**src/rtl/phy_lock_seq_pkg.sv**
```systemverilog
package phy_lock_seq_pkg;

    localparam int unsigned PHY_WORD_W = 16;

    typedef enum logic [1:0] {
        OP_ADDR        = 2'd0,
        OP_WRITE_NOACK = 2'd1,
        OP_READ        = 2'd2
    } cmd_op_e;

    typedef enum logic [1:0] {
        RES_LOCKED         = 2'd0,
        RES_LOCK_TIMEOUT   = 2'd1,
        RES_ACCESS_TIMEOUT = 2'd2
    } seq_result_e;

    typedef enum logic [3:0] {
        ST_IDLE,
        ST_RST_ADDR,
        ST_RST_ADDR_WT,
        ST_RST_WR,
        ST_SETTLE,
        ST_LANE_ADDR,
        ST_LANE_ADDR_WT,
        ST_LANE_RD,
        ST_LANE_RD_WT,
        ST_FIN
    } seq_state_e;

    typedef struct packed {
        logic                  valid;
        cmd_op_e               op;
        logic [PHY_WORD_W-1:0] data;
    } phy_cmd_t;

    typedef struct packed {
        logic                  valid;
        logic                  timeout;
        logic [PHY_WORD_W-1:0] rdata;
    } phy_rsp_t;

    typedef struct packed {
        logic ack_ok;
        logic ack_err;
        logic locked;
    } rsp_flags_t;

    function automatic logic [PHY_WORD_W-1:0] bit_mask(input int unsigned pos);
        logic [PHY_WORD_W-1:0] m;
        m = '0;
        m[pos] = 1'b1;
        return m;
    endfunction

endpackage

```
**src/rtl/phy_lock_wait_timer.sv**
```systemverilog
module phy_lock_wait_timer
    import phy_lock_seq_pkg::*;
#(
    parameter int unsigned WAIT_CYCLES = 7500
) (
    input  logic clk,
    input  logic rst,
    input  logic load_i,
    output logic expired_o
);
    localparam int unsigned TW = (WAIT_CYCLES < 2) ? 1 : $clog2(WAIT_CYCLES);
    localparam logic [TW-1:0] LOAD_VAL = TW'(WAIT_CYCLES - 1);

    logic [TW-1:0] cnt_q;

    always_ff @(posedge clk) begin
        if (rst) begin
            cnt_q <= '0;
        end else if (load_i) begin
            cnt_q <= LOAD_VAL;
        end else if (cnt_q != '0) begin
            cnt_q <= cnt_q - 1'b1;
        end
    end

    assign expired_o = (cnt_q == '0);
endmodule

```
**src/rtl/phy_lock_poll_counter.sv**
```systemverilog
module phy_lock_poll_counter
    import phy_lock_seq_pkg::*;
#(
    parameter int unsigned MAX_POLLS = 10
) (
    input  logic clk,
    input  logic rst,
    input  logic clr_i,
    input  logic inc_i,
    output logic last_o
);
    localparam int unsigned PW = $clog2(MAX_POLLS + 1);
    localparam logic [PW-1:0] LAST_VAL = PW'(MAX_POLLS - 1);

    logic [PW-1:0] cnt_q;

    always_ff @(posedge clk) begin
        if (rst || clr_i) begin
            cnt_q <= '0;
        end else if (inc_i) begin
            cnt_q <= cnt_q + 1'b1;
        end
    end

    assign last_o = (cnt_q == LAST_VAL);
endmodule

```
**src/rtl/phy_lock_rsp_decode.sv**
```systemverilog
module phy_lock_rsp_decode
    import phy_lock_seq_pkg::*;
#(
    parameter logic [PHY_WORD_W-1:0] LOCK_MASK = 16'h0002
) (
    input  phy_rsp_t   rsp_i,
    output rsp_flags_t flags_o
);
    always_comb begin
        flags_o.ack_ok  = rsp_i.valid && !rsp_i.timeout;
        flags_o.ack_err = rsp_i.valid &&  rsp_i.timeout;
        flags_o.locked  = |(rsp_i.rdata & LOCK_MASK);
    end
endmodule

```
**src/rtl/phy_lock_cmd_gen.sv**
```systemverilog
module phy_lock_cmd_gen
    import phy_lock_seq_pkg::*;
#(
    parameter logic [PHY_WORD_W-1:0] RST_REG_ADDR   = 16'h7F3F,
    parameter logic [PHY_WORD_W-1:0] LANE_STAT_ADDR = 16'h2003,
    parameter logic [PHY_WORD_W-1:0] RESET_WORD     = 16'h0001
) (
    input  seq_state_e st_i,
    output phy_cmd_t   cmd_o
);
    always_comb begin
        cmd_o = '{valid: 1'b0, op: OP_ADDR, data: '0};
        unique case (st_i)
            ST_RST_ADDR:  cmd_o = '{valid: 1'b1, op: OP_ADDR,        data: RST_REG_ADDR};
            ST_RST_WR:    cmd_o = '{valid: 1'b1, op: OP_WRITE_NOACK, data: RESET_WORD};
            ST_LANE_ADDR: cmd_o = '{valid: 1'b1, op: OP_ADDR,        data: LANE_STAT_ADDR};
            ST_LANE_RD:   cmd_o = '{valid: 1'b1, op: OP_READ,        data: '0};
            default:      cmd_o = '{valid: 1'b0, op: OP_ADDR,        data: '0};
        endcase
    end
endmodule

```
**src/rtl/phy_pll_lock_seq.sv**
```systemverilog
module phy_pll_lock_seq
    import phy_lock_seq_pkg::*;
#(
    parameter int unsigned           WAIT_CYCLES    = 7500,
    parameter int unsigned           MAX_POLLS      = 10,
    parameter logic [PHY_WORD_W-1:0] RST_REG_ADDR   = 16'h7F3F,
    parameter logic [PHY_WORD_W-1:0] LANE_STAT_ADDR = 16'h2003,
    parameter int unsigned           RESET_BIT      = 0,
    parameter int unsigned           LOCK_BIT       = 1
) (
    input  logic                  clk,
    input  logic                  rst,
    input  logic                  start_i,
    output logic                  busy_o,
    output logic                  done_o,
    output logic [1:0]            result_o,
    output logic                  cmd_valid_o,
    output logic [1:0]            cmd_op_o,
    output logic [PHY_WORD_W-1:0] cmd_data_o,
    input  logic                  rsp_valid_i,
    input  logic                  rsp_timeout_i,
    input  logic [PHY_WORD_W-1:0] rsp_rdata_i
);
    localparam logic [PHY_WORD_W-1:0] RESET_WORD = bit_mask(RESET_BIT);
    localparam logic [PHY_WORD_W-1:0] LOCK_MASK  = bit_mask(LOCK_BIT);

    seq_state_e  st_q, st_d;
    seq_result_e res_q, res_d;
    logic        fin_set;
    logic        poll_clr, poll_inc, poll_last;
    logic        tmr_load, tmr_expired;
    phy_rsp_t    rsp;
    rsp_flags_t  rflags;
    phy_cmd_t    cmd;

    assign rsp = '{valid: rsp_valid_i, timeout: rsp_timeout_i, rdata: rsp_rdata_i};

    phy_lock_rsp_decode #(
        .LOCK_MASK (LOCK_MASK)
    ) u_decode (
        .rsp_i   (rsp),
        .flags_o (rflags)
    );

    phy_lock_wait_timer #(
        .WAIT_CYCLES (WAIT_CYCLES)
    ) u_timer (
        .clk       (clk),
        .rst       (rst),
        .load_i    (tmr_load),
        .expired_o (tmr_expired)
    );

    phy_lock_poll_counter #(
        .MAX_POLLS (MAX_POLLS)
    ) u_polls (
        .clk    (clk),
        .rst    (rst),
        .clr_i  (poll_clr),
        .inc_i  (poll_inc),
        .last_o (poll_last)
    );

    phy_lock_cmd_gen #(
        .RST_REG_ADDR   (RST_REG_ADDR),
        .LANE_STAT_ADDR (LANE_STAT_ADDR),
        .RESET_WORD     (RESET_WORD)
    ) u_cmd (
        .st_i  (st_q),
        .cmd_o (cmd)
    );

    // Sequencing: only wait states look at responses, so strays are dropped.
    always_comb begin
        st_d     = st_q;
        res_d    = res_q;
        fin_set  = 1'b0;
        poll_clr = 1'b0;
        poll_inc = 1'b0;
        unique case (st_q)
            ST_IDLE: begin
                if (start_i) begin
                    st_d     = ST_RST_ADDR;
                    poll_clr = 1'b1;
                end
            end
            ST_RST_ADDR: st_d = ST_RST_ADDR_WT;
            ST_RST_ADDR_WT: begin
                if (rflags.ack_err) begin
                    st_d    = ST_FIN;
                    res_d   = RES_ACCESS_TIMEOUT;
                    fin_set = 1'b1;
                end else if (rflags.ack_ok) begin
                    st_d = ST_RST_WR;
                end
            end
            // The PHY cannot answer while it resets: go straight to settling.
            ST_RST_WR: st_d = ST_SETTLE;
            ST_SETTLE: begin
                if (tmr_expired) begin
                    st_d = ST_LANE_ADDR;
                end
            end
            ST_LANE_ADDR: st_d = ST_LANE_ADDR_WT;
            ST_LANE_ADDR_WT: begin
                if (rflags.ack_err) begin
                    st_d    = ST_FIN;
                    res_d   = RES_ACCESS_TIMEOUT;
                    fin_set = 1'b1;
                end else if (rflags.ack_ok) begin
                    st_d = ST_LANE_RD;
                end
            end
            ST_LANE_RD: st_d = ST_LANE_RD_WT;
            ST_LANE_RD_WT: begin
                if (rflags.ack_err) begin
                    st_d    = ST_FIN;
                    res_d   = RES_ACCESS_TIMEOUT;
                    fin_set = 1'b1;
                end else if (rflags.ack_ok) begin
                    if (rflags.locked) begin
                        st_d    = ST_FIN;
                        res_d   = RES_LOCKED;
                        fin_set = 1'b1;
                    end else if (poll_last) begin
                        st_d    = ST_FIN;
                        res_d   = RES_LOCK_TIMEOUT;
                        fin_set = 1'b1;
                    end else begin
                        st_d     = ST_SETTLE;
                        poll_inc = 1'b1;
                    end
                end
            end
            ST_FIN:  st_d = ST_IDLE;
            default: st_d = ST_IDLE;
        endcase
    end

    assign tmr_load = (st_d == ST_SETTLE) && (st_q != ST_SETTLE);

    always_ff @(posedge clk) begin
        if (rst) begin
            st_q  <= ST_IDLE;
            res_q <= RES_LOCKED;
        end else begin
            st_q <= st_d;
            if (fin_set) begin
                res_q <= res_d;
            end
        end
    end

    assign busy_o      = (st_q != ST_IDLE);
    assign done_o      = (st_q == ST_FIN);
    assign result_o    = res_q;
    assign cmd_valid_o = cmd.valid;
    assign cmd_op_o    = cmd.op;
    assign cmd_data_o  = cmd.data;
endmodule

```
**config.mk**
```make
export PLATFORM = sky130hd
export DESIGN_NAME = phy_pll_lock_seq
export DESIGN_NICKNAME = d
export VERILOG_FILES = /design/src/rtl/phy_lock_seq_pkg.sv /design/src/rtl/phy_lock_wait_timer.sv /design/src/rtl/phy_lock_poll_counter.sv /design/src/rtl/phy_lock_rsp_decode.sv /design/src/rtl/phy_lock_cmd_gen.sv /design/src/rtl/phy_pll_lock_seq.sv
export SDC_FILE = /design/constraint.sdc
export NUM_CORES = 1
export LEC_CHECK = 0
export BUFFER_PORTS_ARGS = -buffer_cell sky130_fd_sc_hd__buf_2
export CAP_MARGIN = 10
export CORE_MARGIN = 3
export CORE_UTILIZATION = 46
export DETAILED_ROUTE_END_ITERATION = 12
export PLACE_DENSITY_LB_ADDON = 0.1
export SETUP_SLACK_MARGIN = 0.02
export SLEW_MARGIN = 10
export SYNTH_ARGS = -nofsm -noshare
export SYNTH_HDL_FRONTEND = slang
export SYNTH_HIERARCHICAL = 1
export SYNTH_SLANG_ARGS = --single-unit
```
**constraint.sdc**
```tcl
create_clock -name clk -period 2.6 [get_ports clk]
set_input_delay 0.13 -clock clk [delete_from_list [all_inputs] [get_ports clk]]
set_output_delay 0.13 -clock clk [all_outputs]
set_load 0.02 [all_outputs]
```
# Word level (Yosys, flattened, before mapping)
# Cells that the tools add are included.
# word_totals
ff_bits	23
word_cells	69
# classes
add_sub_neg	2
n_eq_ne	15
n_mux	33
n_reduce_logical	14
# op_table
op	count
case mux 19 bit (4 select lines)	1
2-to-1 mux 4 bit	10
case mux 4 bit (9 select lines)	1
2-to-1 mux 13 bit	2
== test 4 x 3 -> 1 bit (second input constant)	5
logical NOT 13 bit	1
nonzero test 13 bit	1
subtractor 13 x 1 -> 13 bit (second input constant)	1
== test 4 bit (second input constant)	3
2-to-1 mux 1 bit	12
2-to-1 mux 2 bit	5
== test 4 x 2 -> 1 bit (second input constant)	2
AND reduction 5 bit	1
adder 4 x 1 -> 4 bit (second input constant)	1
== test 4 x 1 -> 1 bit (second input constant)	1
logical NOT 4 bit	1
!= test 4 x 3 -> 1 bit (second input constant)	1
!= test 4 bit (second input constant)	1
case mux 2 bit (2 select lines)	1
nonzero test 2 bit	2
nonzero test 4 bit	1
OR reduction 2 bit	2
logical AND 1 bit	3
!= test 3 bit (second input constant)	1
4 further kinds	4

# Longest topological paths before layout
# logic_depth
ltp_word	9
depth_mapped	11
depth_no_buf	11

# Cells and area by module
# The synthesis kept the hierarchy.
# by_module_without_submodules
mod	instances	cells_per_inst	area_per_inst_um2	seq_area_each_um2
phy_lock_wait_timer	1	81	684.4	260.2
phy_pll_lock_seq	1	55	447.9	120.1
phy_lock_poll_counter	1	20	200.2	80.1
phy_lock_cmd_gen	1	22	157.7	0.0
phy_lock_rsp_decode	1	3	23.8	0.0

# Least setup slack after synthesis
# Ideal clock, no wire load.
# synth_path
kind	reg2reg
from	register u_polls.cnt_q[1]
to	register u_timer.cnt_q[5]
setup_time_ps	120
arrival_time_ps	2400
t_required_ps	2480
setup_slack_ps	80
stages_incl_launch_ff	12
path_buffers	0
cell_sequence	dfxtp_1 > inv_1 > ha_1 > and3b_1 > or3b_2 > a211oi_4 > nor2_2 > a211oi_2 > clkinv_1 > nand2_1 > or3_1 > o21ai_1
# synth_between
elab_chain_cells	9
# synth_lines
item	line_no	rtl
from (decl)	phy_lock_poll_counter.sv:15	logic [PW-1:0] cnt_q;
from (signal assigned)	phy_lock_poll_counter.sv:21	cnt_q <= cnt_q + 1'b1;
== test 4 bit	phy_lock_poll_counter.sv:25	assign last_o = (cnt_q == LAST_VAL);
net poll_last	phy_pll_lock_seq.sv:30	logic poll_clr, poll_inc, poll_last;
2-to-1 mux 4 bit	phy_pll_lock_seq.sv:125	end else if (poll_last) begin
2-to-1 mux 4 bit	phy_pll_lock_seq.sv:121	if (rflags.locked) begin
2-to-1 mux 4 bit	phy_pll_lock_seq.sv:120	end else if (rflags.ack_ok) begin
2-to-1 mux 4 bit	phy_pll_lock_seq.sv:116	if (rflags.ack_err) begin
case mux 4 bit (9 select lines)	phy_pll_lock_seq.sv:80	unique case (st_q)
== test 4 x 3 -> 1 bit	phy_pll_lock_seq.sv:140	assign tmr_load = (st_d == ST_SETTLE) && (st_q != ST_SETTLE);
logical AND 1 bit	phy_pll_lock_seq.sv:140	
net tmr_load	phy_pll_lock_seq.sv:31	logic tmr_load, tmr_expired;
OR reduction 2 bit (no line)	n/a	
to (signal assigned)	phy_lock_wait_timer.sv:22	cnt_q <= cnt_q - 1'b1;
to (decl)	phy_lock_wait_timer.sv:14	logic [TW-1:0] cnt_q;
# The timed path passes the listed nets, and every way through them passes these cells.
# A chain may end at the register's enable or synchronous reset.

# Final worst setup path
# layout_path
from	register u_polls.cnt_q[1]
to	register u_timer.cnt_q[10]
# layout_between
elab_chain_cells	9
word_cells_on_any_way	10
cone_classes	eq/ne: 2; mux: 6; reduce/logical: 2
# layout_lines
item	line_no
== test 4 bit (*)	phy_lock_poll_counter.sv:25
net poll_last	phy_pll_lock_seq.sv:30
2-to-1 mux 4 bit (*)	phy_pll_lock_seq.sv:125
2-to-1 mux 4 bit (*)	phy_pll_lock_seq.sv:121
2-to-1 mux 4 bit (*)	phy_pll_lock_seq.sv:120
2-to-1 mux 4 bit (*)	phy_pll_lock_seq.sv:116
case mux 4 bit (9 select lines) (*)	phy_pll_lock_seq.sv:80
== test 4 x 3 -> 1 bit (*)	phy_pll_lock_seq.sv:140
logical AND 1 bit (*)	phy_pll_lock_seq.sv:140
net tmr_load	phy_pll_lock_seq.sv:31
2-to-1 mux 13 bit or nonzero test 2 bit (tied branches)	n/a
# The timed path passes the listed nets; every way through them passes the cells marked *.

==> key figures <==
CTS
  – TritonCTS buffer count: 3
  – Longest Clk Path Bufs: 2
  – Clock latency on the worst-skew pair: 310 ps
  – Clk sinks: 23
  – CTS tree: built
  – Worst-path clk slew: 130 ps
  – Root Buffer: clkbuf_4
  – Clock H-tree levels: 1
  – Hold buffer count at CTS: 0
  – Post-CTS Setup Bufs: 0

Run status
  – Status: finished, final reports clean

Placement
  – PortBufs: 25
  – Hpwl dp: 2.44 mm
  – Inst Count DP: 241
  – GP Congestion: 0.792

Global route
  – Initial antenna violation count: 0
  – Grt total ovfl: 0
  – Tot GR Track Use: 17.0%
  – First-pass GRT wire length: 5.66 mm
  – Vias in the first global route: 1288
  – Largest net degree at the start of global routing: 17

Die
  – Width of the die: 63.4 um
  – Die height: 63.4 um
  – Row count: 20
  – Die area: 4020 um^2
  – Std-Cell Core Area: 3100 um^2
  – # IOs: 44
  – Starting Density: 48.8%

Yosys
  – Area of the mapped netlist: 1510 um^2
  – Post-synth top area cell: dfxtp_1
  – EDFF count, synth: 0
  – FF+latch count, synth: 23
  – Sequential area share after synthesis: 30.4%
  – Top cell type's share of synthesized area: 30.4%
  – Synth unique cells: 61
  – Synth Warn #: 6
  – Main synth FF type: dfxtp_1
  – Gate count of the mapped netlist: 181
  – Area contributors post-synth: dfxtp_1 30%, buf_4 6.9%, a21oi_1 4.6%
  – Asr flop ratio synth: 0%
  – Synth Area per Inst: 8.36 um^2

Power and ir drop
  – Pwr/cell area: 929 nW/um^2
  – Static leakage: 0.714 nW
  – Total Power: 1.56 mW
  – Max VDD drop: 0.334 mV

Detailed routing
  – Post-route ant nets: 0
  – DR DRC count: 0
  – DR WL/cell: 13.4 um
  – Drt pass-1 iters: 4
  – Iteration-0 DRC Markers: 53
  – Drt total wl: 3.27 mm
  – Total number of vias: 1382
  – Via density: 5.64

STA
  – Slew Viols, Final: 0
  – Hold Vio Cnt, Final: 0
  – Tcrit/Tclk final: 93.0%
  – TNS Setup: 0 ps
  – Final setup vio count: 0
  – Unrepaired setup endpoints after global routing: no
  – Skew final: 6.97 ps
  – Relative slew margins: 50.5%
  – Max frequency: 0.413 GHz
  – Fin crit period: 2420 ps
  – Worst-Margin Slew: 736 ps

Finish
  – Final Non-Filler Cells: 245
  – Final #Nets: 227
  – Layout cell share with drive strength beyond 1: 26.4%
  – Final Util: 54.0%
  – Diode count: 0
  – Layout Area Growth over Synthesis: 10.6%

Setup path
  – Required time worst endpoint: 2860 ps
  – CP startpoint kind: register
  – Arrival time at the worst endpoint: 2680 ps
  – Critical Path End Type: register
  – CP Class: reg2reg
  – CP max FO: 9

Hold path
  – Hold WC Path Type: in2reg

Run
  – Maxcap violations: 0
## synth_stat cells, types with 2 or more instances
cell type,n
nand4_1,2
or4_1,3
nand2_1,6
xor2_1,3
nor2_1,15
nor4_1,5
buf_4,14
nor2b_1,3
nand3b_1,3
a31oi_1,2
ha_1,4
buf_2,2
or2_1,3
a311oi_1,3
o31ai_1,2
dfxtp_1,23
o21ai_1,3
clkbuf_1,2
nand2b_1,2
nor3_1,9
a21oi_1,14
o2111ai_1,2
or3_1,4
xnor2_1,2
or3b_1,3
nand3_1,3
inv_1,9
o21ai_0,2
## metrics by stage
stage	area, um^2	worst slack [ps]	hold slack (ps)
finish	1670	181	175
global route	1670	33.9	173
CTS	1660	113	179
detailed placement	1630	15.3	504
global placement	1630	75.6	493
floorplan	1520	79.7	206
## cell families after synthesis
| group | count (synthesis) | share of synthesized area (%) |
|---|---|---|
| fa+ha+maj | 4 | 3.31 |
| mux | 3 | 2.15 |
| buf+inv | 29 | 10.9 |
| xor+xnor | 5 | 2.89 |
| flops | 23 | 30.4 |
| compound gates | 39 | 18.4 |
| simple gates | 77 | 31.7 |
| other cells | 1 | 0.248 |
## worst max-delay path, stage by stage, from the launching register on
cell	delay (ps)
dfxtp_1	390
inv_1	60
ha_1	170
and3b_1	190
or3b_2	480
a211oi_4	250
nor2_2	80
a211oi_2	180
bufinv_8	240
a41oi_1	170
nor2b_1	160
## cell usage in the layout, fill, tap and decap left out, drive strengths merged, types with 4 or more instances in the layout
| cell | instances |
|---|---|
| a21oi | 15 |
| buf | 33 |
| clkbuf | 4 |
| dfxtp | 23 |
| ha | 4 |
| inv | 9 |
| nand2 | 6 |
| nor2 | 16 |
| nor3 | 10 |
| nor4 | 5 |
| o21ai | 5 |
| or2 | 4 |
| or3 | 4 |
| or3b | 4 |
## where the power goes
group	switching [mW]	internal [mW]	total (mW)	leakage, nW
Sequential	0.119	0.448	0.567	0.188
Clock	0.112	0.0599	0.172	0.0150
Combinational	0.458	0.357	0.816	0.511
Total	0.690	0.865	1.56	0.714
## per-layer routing
layer | vias to the layer above | global-route usage [%] | part of all wire (%)
li1 | 688 | - | -
met1 | 648 | 21.3 | 45
met2 | 39 | 29.6 | 49
met3 | 7 | 3.03 | 4.2
met4 | 0 | 4.85 | 1.6
met5 | - | 0 | 0
## final cells by class
type                            count  area (um^2)
Clock buffer                        4         26.3
Fill cell                         310         1430
Inverter                           10         51.3
Multi-Input combinational cell    131          896
Sequential cell                    23          460
Tap cell                           44         55.1
Timing Repair Buffer               33          185
## worst paths after layout
| path | start | to | slack [ps] | cells after the start |
|---|---|---|---|---|
| hold / removal | rst | u_timer/cnt_q[6] | 180 | 2 |
| setup reg to reg | u_polls/cnt_q[1] | u_timer/cnt_q[10] | 180 | 10 |
| setup / recovery | u_polls/cnt_q[1] | u_timer/cnt_q[10] | 180 | 10 |
| hold reg to reg | u_timer/cnt_q[4] | u_timer/cnt_q[4] | 520 | 2 |
## flip-flops by register name, indices dropped and copies added, names as in the netlist
signal,cells
result_o,2
st_q,4
u_polls/cnt_q,4
u_timer/cnt_q,13
## timing repair
| action | CTS | global route |
|---|---|---|
| resized for setup | 1 | 1 |
| cloned | 0 | 0 |
| endpoints found under the setup margin | 5 | 6 |
| pin swaps | 0 | 0 |
Note: power is estimated with default switching activity, not from simulation.
